## config.mk

```make
export PLATFORM = sky130hd
export DESIGN_NAME = zq_rst_seq
export DESIGN_NICKNAME = d
export VERILOG_FILES = /design/src/rtl/zq_rst_seq_pkg.sv /design/src/rtl/rst_hold_calc.sv /design/src/rtl/win_cnt.sv /design/src/rtl/zq_req_pend.sv /design/src/rtl/zq_rst_seq.sv
export SDC_FILE = /design/constraint.sdc
export NUM_CORES = 1
export LEC_CHECK = 0
export ABC_AREA = 1
export BUFFER_PORTS_ARGS = -buffer_cell sky130_fd_sc_hd__buf_2
export CORE_UTILIZATION = 56
export DETAILED_ROUTE_END_ITERATION = 8
export GPL_ROUTABILITY_DRIVEN = 1
export PLACE_DENSITY = 0.77
export SYNTH_ARGS = -nofsm -noshare
export SYNTH_HDL_FRONTEND = slang
export SYNTH_HIERARCHICAL = 1
export SYNTH_SLANG_ARGS = --single-unit
```

## constraint.sdc

```tcl
create_clock -name clk_i -period 1.9 [get_ports clk_i]
set_input_delay 0.19 -clock clk_i [delete_from_list [all_inputs] [get_ports clk_i]]
set_output_delay 0.19 -clock clk_i [all_outputs]
set_load 0.1 [all_outputs]
```

## src/rtl/zq_rst_seq_pkg.sv

```systemverilog
package zq_rst_seq_pkg;

  typedef enum logic [2:0] {
    ST_OFF,
    ST_HOLD,
    ST_MRLOAD,
    ST_CAL_INIT,
    ST_READY,
    ST_CAL
  } seq_st_e;

  localparam int unsigned REQ_LONG  = 0;
  localparam int unsigned REQ_SHORT = 1;
  localparam int unsigned N_REQ     = 2;

endpackage

```

## src/rtl/rst_hold_calc.sv

```systemverilog
module rst_hold_calc #(
  parameter int unsigned CPU_W     = 8,
  parameter int unsigned CNT_W     = 16,
  parameter int unsigned PWRUP_US  = 200,
  parameter int unsigned RT_RST_NS = 100
) (
  input  logic [CPU_W-1:0] cpu_i,
  output logic [CNT_W-1:0] pwr_cyc_o,
  output logic [CNT_W-1:0] rt_cyc_o
);

  logic [CPU_W-1:0] cpu_eff;
  logic [31:0]      pwr_w;
  logic [31:0]      rt_w;

  // a rate of zero would give a zero-length hold
  assign cpu_eff = (cpu_i == '0) ? CPU_W'(1) : cpu_i;
  assign pwr_w   = 32'(cpu_eff) * PWRUP_US;
  assign rt_w    = (32'(cpu_eff) * RT_RST_NS + 32'd999) / 32'd1000;

  assign pwr_cyc_o = CNT_W'(pwr_w);
  assign rt_cyc_o  = CNT_W'(rt_w);

endmodule

```

## src/rtl/win_cnt.sv

```systemverilog
module win_cnt #(
  parameter int unsigned CNT_W = 16
) (
  input  logic             clk_i,
  input  logic             rst_ni,
  input  logic             load_i,
  input  logic [CNT_W-1:0] val_i,
  output logic             last_o
);

  logic [CNT_W-1:0] cnt_q;

  always_ff @(posedge clk_i or negedge rst_ni) begin
    if (!rst_ni)              cnt_q <= '0;
    else if (load_i)          cnt_q <= val_i;
    else if (cnt_q != '0)     cnt_q <= cnt_q - CNT_W'(1);
  end

  assign last_o = (cnt_q == CNT_W'(1));

endmodule

```

## src/rtl/zq_req_pend.sv

```systemverilog
module zq_req_pend #(
  parameter int unsigned N = 2
) (
  input  logic         clk_i,
  input  logic         rst_ni,
  input  logic [N-1:0] req_i,
  input  logic [N-1:0] clr_i,
  input  logic         flush_i,
  output logic [N-1:0] pend_o
);

  logic [N-1:0] pend_q;

  for (genvar g = 0; g < N; g++) begin : g_req
    always_ff @(posedge clk_i or negedge rst_ni) begin
      if (!rst_ni)      pend_q[g] <= 1'b0;
      else if (flush_i) pend_q[g] <= 1'b0;
      else              pend_q[g] <= pend_o[g] & ~clr_i[g];
    end
    // a request is visible in the cycle it arrives
    assign pend_o[g] = pend_q[g] | req_i[g];
  end

endmodule

```

## src/rtl/zq_rst_seq.sv

```systemverilog
module zq_rst_seq
  import zq_rst_seq_pkg::*;
#(
  parameter int unsigned CPU_W        = 8,
  parameter int unsigned PWRUP_US     = 200,
  parameter int unsigned RT_RST_NS    = 100,
  parameter int unsigned ZQ_INIT_CYC  = 512,
  parameter int unsigned ZQ_LONG_CYC  = 256,
  parameter int unsigned ZQ_SHORT_CYC = 64
) (
  input  logic             clk_i,
  input  logic             rst_ni,
  input  logic [CPU_W-1:0] clk_per_us_i,
  input  logic             pwrup_req_i,
  input  logic             sw_rst_req_i,
  input  logic             sched_idle_i,
  input  logic             zql_req_i,
  input  logic             zqs_req_i,
  input  logic             mr_done_i,
  output logic             dram_rst_no,
  output logic             mr_load_o,
  output logic             zq_long_o,
  output logic             zq_short_o,
  output logic             busy_o,
  output logic             init_done_o
);

  localparam int unsigned MAX_HOLD = PWRUP_US * ((1 << CPU_W) - 1);
  localparam int unsigned CNT_W_H  = $clog2(MAX_HOLD + 1);
  localparam int unsigned CNT_W_Z  = $clog2(ZQ_INIT_CYC + 1);
  localparam int unsigned CNT_W    = (CNT_W_H > CNT_W_Z) ? CNT_W_H : CNT_W_Z;

  seq_st_e          st_q, st_d;
  logic             cnt_load;
  logic [CNT_W-1:0] cnt_val;
  logic             cnt_last;
  logic [CNT_W-1:0] pwr_cyc, rt_cyc;
  logic [N_REQ-1:0] req_vec, clr_vec, pend_vec;
  logic             ready, post_init, rst_take;
  logic             issue, issue_long, issue_short;
  logic             zq_long_q, zq_short_q;

  rst_hold_calc #(
    .CPU_W    (CPU_W),
    .CNT_W    (CNT_W),
    .PWRUP_US (PWRUP_US),
    .RT_RST_NS(RT_RST_NS)
  ) u_calc (
    .cpu_i    (clk_per_us_i),
    .pwr_cyc_o(pwr_cyc),
    .rt_cyc_o (rt_cyc)
  );

  win_cnt #(.CNT_W(CNT_W)) u_cnt (
    .clk_i (clk_i),
    .rst_ni(rst_ni),
    .load_i(cnt_load),
    .val_i (cnt_val),
    .last_o(cnt_last)
  );

  always_comb begin
    req_vec            = '0;
    req_vec[REQ_LONG]  = zql_req_i;
    req_vec[REQ_SHORT] = zqs_req_i;
    clr_vec            = '0;
    clr_vec[REQ_LONG]  = issue_long;
    clr_vec[REQ_SHORT] = issue_short;
  end

  zq_req_pend #(.N(N_REQ)) u_pend (
    .clk_i  (clk_i),
    .rst_ni (rst_ni),
    .req_i  (req_vec),
    .clr_i  (clr_vec),
    .flush_i(rst_take),
    .pend_o (pend_vec)
  );

  assign ready       = (st_q == ST_READY);
  assign post_init   = (st_q == ST_READY) || (st_q == ST_CAL);
  assign rst_take    = post_init && sw_rst_req_i;
  assign issue       = ready && !sw_rst_req_i && sched_idle_i && (|pend_vec);
  assign issue_long  = issue && pend_vec[REQ_LONG];
  assign issue_short = issue && !pend_vec[REQ_LONG];

  always_comb begin
    st_d     = st_q;
    cnt_load = 1'b0;
    cnt_val  = '0;
    unique case (st_q)
      ST_OFF: if (pwrup_req_i) begin
        st_d     = ST_HOLD;
        cnt_load = 1'b1;
        cnt_val  = pwr_cyc;
      end
      ST_HOLD:     if (cnt_last) st_d = ST_MRLOAD;
      ST_MRLOAD: if (mr_done_i) begin
        st_d     = ST_CAL_INIT;
        cnt_load = 1'b1;
        cnt_val  = CNT_W'(ZQ_INIT_CYC);
      end
      ST_CAL_INIT: if (cnt_last) st_d = ST_READY;
      ST_READY: begin
        if (rst_take) begin
          st_d     = ST_HOLD;
          cnt_load = 1'b1;
          cnt_val  = rt_cyc;
        end else if (issue) begin
          st_d     = ST_CAL;
          cnt_load = 1'b1;
          cnt_val  = issue_long ? CNT_W'(ZQ_LONG_CYC) : CNT_W'(ZQ_SHORT_CYC);
        end
      end
      ST_CAL: begin
        if (rst_take) begin
          st_d     = ST_HOLD;
          cnt_load = 1'b1;
          cnt_val  = rt_cyc;
        end else if (cnt_last) begin
          st_d = ST_READY;
        end
      end
      default: st_d = ST_OFF;
    endcase
  end

  always_ff @(posedge clk_i or negedge rst_ni) begin
    if (!rst_ni) begin
      st_q       <= ST_OFF;
      zq_long_q  <= 1'b0;
      zq_short_q <= 1'b0;
    end else begin
      st_q       <= st_d;
      zq_long_q  <= ((st_q == ST_MRLOAD) && mr_done_i) || issue_long;
      zq_short_q <= issue_short;
    end
  end

  assign dram_rst_no = !((st_q == ST_OFF) || (st_q == ST_HOLD));
  assign mr_load_o   = (st_q == ST_MRLOAD);
  assign zq_long_o   = zq_long_q;
  assign zq_short_o  = zq_short_q;
  assign busy_o      = !ready;
  assign init_done_o = post_init;

endmodule

```

## Word level (Yosys, flattened, before mapping)

Index checks and enable logic that the tools add are counted.

| word-level totals | value |
|---|---|
| output and inout port bits | 6 |
| register bits after elaboration | 23 |
| bits of input ports | 16 |
| memory bits (writable) | 0 |
| memories kept | 0 |
| latch bits | 0 |
| ROM bits | 0 |
| word-level logic and storage cells | 73 |

| cells by class | value |
|---|---|
| bitwise operators | 6 |
| equal/unequal tests | 10 |
| shift-type cells | 0 |
| reductions and logical operators | 20 |
| divide/modulo/power cells | 1 |
| order comparisons | 0 |
| multiply operators | 2 |
| add/sub/neg operators | 2 |
| multiplexer cells | 26 |

Operators by type and width:

| operator | number |
|---|---|
| 2-to-1 mux 16 bit | 5 |
| one-hot mux 16 bit (4 select lines) | 1 |
| divider 32 x 10 -> 32 bit (second input constant) | 1 |
| multiplier 8 x 5 -> 13 bit (second input constant) | 2 |
| 2-to-1 mux 3 bit | 7 |
| 2-to-1 mux 9 bit | 2 |
| one-hot mux 3 bit (6 select lines) | 1 |
| adder 15 x 10 -> 16 bit (second input constant) | 1 |
| equality test 16 x 1 -> 1 bit (second input constant) | 1 |
| nonzero test 16 bit | 1 |
| subtractor 16 x 1 -> 16 bit (second input constant) | 1 |
| 2-to-1 mux 10 bit | 1 |
| zero test 8 bit | 1 |
| 2-to-1 mux 8 bit | 1 |
| logical AND 1 bit | 7 |
| 2-to-1 mux 1 bit | 7 |
| equality test 3 x 2 -> 1 bit (second input constant) | 2 |
| equality test 3 bit (second input constant) | 2 |
| inequality test 2 bit (second input constant) | 3 |
| zero test 1 bit | 4 |
| one-hot mux 1 bit (4 select lines) | 1 |
| AND reduction 4 bit | 1 |
| equality test 3 x 1 -> 1 bit (second input constant) | 1 |
| zero test 3 bit | 1 |
| 7 further kinds | 12 |

## Longest topological paths before layout

| logic depth | value |
|---|---|
| depth in word-level cells | 10 |
| mapped depth | 55 |
| mapped depth without buffers | 55 |

## By module

The synthesis kept the hierarchy.

Modules (own cells, without submodules):

| module | times used | area an instance (um^2) | cells each | sequential area each (um^2) |
|---|---|---|---|---|
| rst_hold_calc | 1 | 2421.1 | 371 | 0.0 |
| win_cnt | 1 | 1168.6 | 163 | 400.4 |
| zq_rst_seq | 1 | 565.5 | 89 | 125.1 |
| zq_req_pend | 1 | 91.3 | 13 | 50.0 |

## Worst setup path before layout

OpenSTA, ideal clock, no wires.

| path | value |
|---|---|
| path type | input -> register |
| start | in clk_per_us_i[6] |
| end | reg u_cnt.cnt_q[0] |
| buffers on the path | 0 |
| library setup time | 0.125 ns |
| arrival time | 5.497 ns |
| cell stages on the path | 50 |
| data required time | 1.775 ns |
| path slack | -3.722 ns |
| cell sequence | inv_1 ha_1 nand2_1 nor2_1 nand2_4 inv_1 nor2_1 ha_1 ha_1 inv_1 fa_1 inv_1 ha_1 nand2_1 inv_1 nand2_1 nand3_1 nand2_1 (+14 left out) nand3_4 nand3_2 nand2_4 nor2_4 nand3_4 nand2_4 nand2_2 nand3_4 nand2_4 o21ai_2 nand2_1 nand3_1 nand2_1 a22o_1 nand2_1 o21ai_0 nand2_1 o21ai_1 |

| on the way | value |
|---|---|
| longest elaborated chain between the ends | 8 |
| elaborated cells between the ends (all ways) | 9 |
| those cells by class | add/sub (1); mul (1); div (1); mux (5); reduce/logical (1) |

Ends and longest elaborated chain:

| element | RTL line | RTL |
|---|---|---|
| start, declared | zq_rst_seq.sv:13 | `input logic [CPU_W-1:0] clk_per_us_i,` |
| zero test 8 bit | rst_hold_calc.sv:17 | `assign cpu_eff = (cpu_i == '0) ? CPU_W'(1) : cpu_i;` |
| 2-to-1 mux 8 bit * | rst_hold_calc.sv:17 |  |
| multiplier 8 x 5 -> 13 bit * | rst_hold_calc.sv:19 | `assign rt_w = (32'(cpu_eff) * RT_RST_NS + 32'd999) / 32'd1000;` |
| adder 15 x 10 -> 16 bit * | rst_hold_calc.sv:19 |  |
| divider 32 x 10 -> 32 bit * | rst_hold_calc.sv:19 |  |
| net rt_cyc[0] | zq_rst_seq.sv:37 | `logic [CNT_W-1:0] pwr_cyc, rt_cyc;` |
| 2-to-1 mux 16 bit, on equally long branches | zq_rst_seq.sv:116, zq_rst_seq.sv:105 |  |
| one-hot mux 16 bit (4 select lines) * | zq_rst_seq.sv:91 | `unique case (st_q)` |
| net cnt_val[0] | zq_rst_seq.sv:35 | `logic [CNT_W-1:0] cnt_val;` |
| 2-to-1 mux 16 bit * | win_cnt.sv:15 | `else if (load_i) cnt_q <= val_i;` |
| end signal, assigned | win_cnt.sv:15 |  |
| end signal, assigned | win_cnt.sv:16 | `else if (cnt_q != '0) cnt_q <= cnt_q - CNT_W'(1);` |
| end, declared | win_cnt.sv:11 | `logic [CNT_W-1:0] cnt_q;` |

The timed path passes the listed nets; every way through them passes the cells marked *.
A chain may end at the register's enable or synchronous reset.

## Worst setup path in the final report

| path | value |
|---|---|
| start | in clk_per_us_i[3] |
| end | reg u_cnt.cnt_q[0] |

The elaborated chain is that of the path after synthesis.

==> metrics.txt <==
Pint=4.48 mW; Netlist cell types=48; GRT Util Overall=36.7%; most frequent cells in the layout=nand2_1 (128), buf_4 (100), inv_1 (68), nand2_2 (46), buf_6 (41); GPL Wtd Cong=0.928; num ports=22; Synth Cell Area=0.00425 sq mm; starting density of the core=58.2%; CP required=2060 ps; Vias=5568; P_sw=6.33 mW; Clock transition at path regs=90 ps; Reg power frac=8.4%; Setup violations, final=15; Hold Path Class=in -> reg; die area=0.00794 sq mm; Period minus WS final=6600 ps; drt wl/cell=21.9 microns; Setup Skew=1.67 ps; core area=0.00729 sq mm; chip width=89.1 microns; cell count after synthesis=636; H-tree levels=1; Lkg Pwr=3.40 nW; register area share after synthesis=13.6%; Worst Setup Start Kind=primary input; Post-synth EDFFs=0; DRT iter0 DRCs=707; failing checks=setup timing; I/O Buffers=21; Hold Path Origin=sw_rst_req_i; vias in the first global route=4868; RSZ-0062 raised after global routing=true; crit share post-route=347%; grt total ovfl=0; Worst Path Buf+Inv=12; clock root buffer=clkbuf_8; Placed Area=0.00522 sq mm; first-pass GRT wire length=22400 microns; Worst-Margin Slew=541 ps; antenna-violating nets left=0; antenna cells=0; status=finished with violations; CTS Buf Count=3; max-cap check violation count=0; Reg2Reg Depth=10; Crit. End Element=register; Switching Fraction=58.5%; CP delay by family, top=simple AND/OR/NAND/NOR gates; Comb pwr share=88.7%; Vias/cell=6.23; CP Class=in -> reg; Worst R2R Start=u_pend/pend_q[0]$_DFF_PN0_; post-synthesis register bit count=23; Clk pwr share=3.0%; CTS sink count=23; cell depth of the worst hold path=2; Hold WS=158 ps; row cnt=31; Mapped Avg Cell Area=6.68 sq um; initial antenna violation count=0; reg2reg end=u_cnt/cnt_q[13]$_DFFE_PN0P_; ys flop type=dfrtp_1; fmax=152 MHz; Pre-antenna DRT Iters=5; most common cell after layout, fill and taps aside=nand2_1; Max-slew headroom=64.0%; Detailed Route WL=19500 microns; Slowest cell on crit path=fa_2; area delta synth->final=48.7%; slowest stage delay, CP=530 ps; share of cells above drive strength 1=49.8%; Final Max Tran Viols=0; DIE HEIGHT=89.1 microns; Crit path arrival time=6760 ps; Crit Path Max Fanout=5; worst skew pair latency=270 ps; async set or reset register ratio after synthesis=100%; Worst Hold End=st_q[2]$_DFFE_PN0P_; Finished Cell Area=0.00632 sq mm; largest net degree at the start of global routing=24; Layout Nets=845; Cell Pwr Density=1710 mW/mm^2; setup ws final=-4700 ps; flop2flop setup slack=-10 ps; Hold Violations, Final=0; Ys Warns=6; maximum root-to-sink buffer count=2; Tot Pwr=10.8 mW; HPWL after DPL=8530 microns; DR DRC count=0; peak supply drop=0.00134 V; CTS tree=yes
[power groups by stage]
stage	clock network (mW)	logic, mW	registers [mW]
after CTS	0.316	7.43	0.887
after global placement	0	6.65	0.886
after global routing	0.336	10.1	0.919
final	0.320	9.58	0.904
after detailed placement	0	6.86	0.898
after floorplan	0	5.03	0.881
[final cells by class]
| class | count | area (sq um) |
|---|---|---|
| inverter | 113 | 479 |
| clock buffer | 4 | 45.0 |
| fill | 339 | 976 |
| sequential | 23 | 577 |
| tap | 99 | 124 |
| timing repair buffer | 161 | 1350 |
| multi-input combinational | 494 | 3740 |
[synth_stat cells (all sizes together) (3+ instances only)]
master	instances	area [sq um]
dfrtp	23	576
o21ai	18	105
nor3	3	20.0
xor2	9	78.8
o21bai	4	30.0
a22o	13	114
fa	3	60.1
nand3	66	516
a21oi	8	51.3
xnor2	5	43.8
nand4	11	68.8
or2	4	25.0
nor2	75	435
buf	16	124
ha	30	375
nand3b	8	60.1
inv	111	422
nand2	214	1040
[through the flow]
stage	utilization (%)	std cells	setup TNS [ps]	worst slack (ps)
6_report	86.6	894	-34640	-4700
5_1_grt	86.6	894	-38140	-5320
4_1_cts	79.5	879	-26720	-3570
3_5_place_dp	71.6	844	-31270	-4050
3_3_place_gp	71.6	844	-29580	-3810
2_1_floorplan	-	648	-23140	-3450
[what timing repair did]
item / CTS / global route
setup buffers: 31 / 38
hold endpoints to repair: 23 / 0
cloned: 0 / 0
pin swaps: 44 / 66
hold buffers: 1 / 0
endpoints found under the setup margin: 15 / 16
resized for setup: 74 / 117
[registers in the layout, summed over array words and instances (netlist names)]
| register | flops |
|---|---|
| u_cnt/cnt_q | 16 |
| st_q | 3 |
| u_pend/pend_q | 2 |
| zq_long_o | 1 |
| zq_short_o | 1 |
[how the worst max path moves through the flow]
stage | start | endpoint | slack [ps] | depth (start not counted)
after global placement | clk_per_us_i[3] | u_cnt/cnt_q[0]$_DFFE_PN0P_ | -3810 | 51
after floorplan | clk_per_us_i[3] | u_cnt/cnt_q[0]$_DFFE_PN0P_ | -3450 | 51
after CTS | clk_per_us_i[6] | u_cnt/cnt_q[0]$_DFFE_PN0P_ | -3570 | 51
after global routing | clk_per_us_i[7] | u_cnt/cnt_q[0]$_DFFE_PN0P_ | -5320 | 48
after detailed placement | clk_per_us_i[3] | u_cnt/cnt_q[0]$_DFFE_PN0P_ | -4050 | 49
final | clk_per_us_i[3] | u_cnt/cnt_q[0]$_DFFE_PN0P_ | -4700 | 49
[layer usage]
layer	global-route usage, %	up-vias	part of all wire [%]
li1	-	2297	-
met1	38.5	2528	33
met2	67.8	507	44
met3	4.71	236	11
met4	25.8	0	12
met5	0	-	0
[kinds of logic after synthesis]
family                   synth area share (%)
adder cells (fa/ha/maj)                  10.3
flip-flops                               13.6
other                                  0.0883
buffers and inverters                    13.3
AND/OR/NAND/NOR                          51.3
AO/OA/AOI/OAI                            8.54
XOR/XNOR                                 2.89
(Power assumes the default switching activity.)
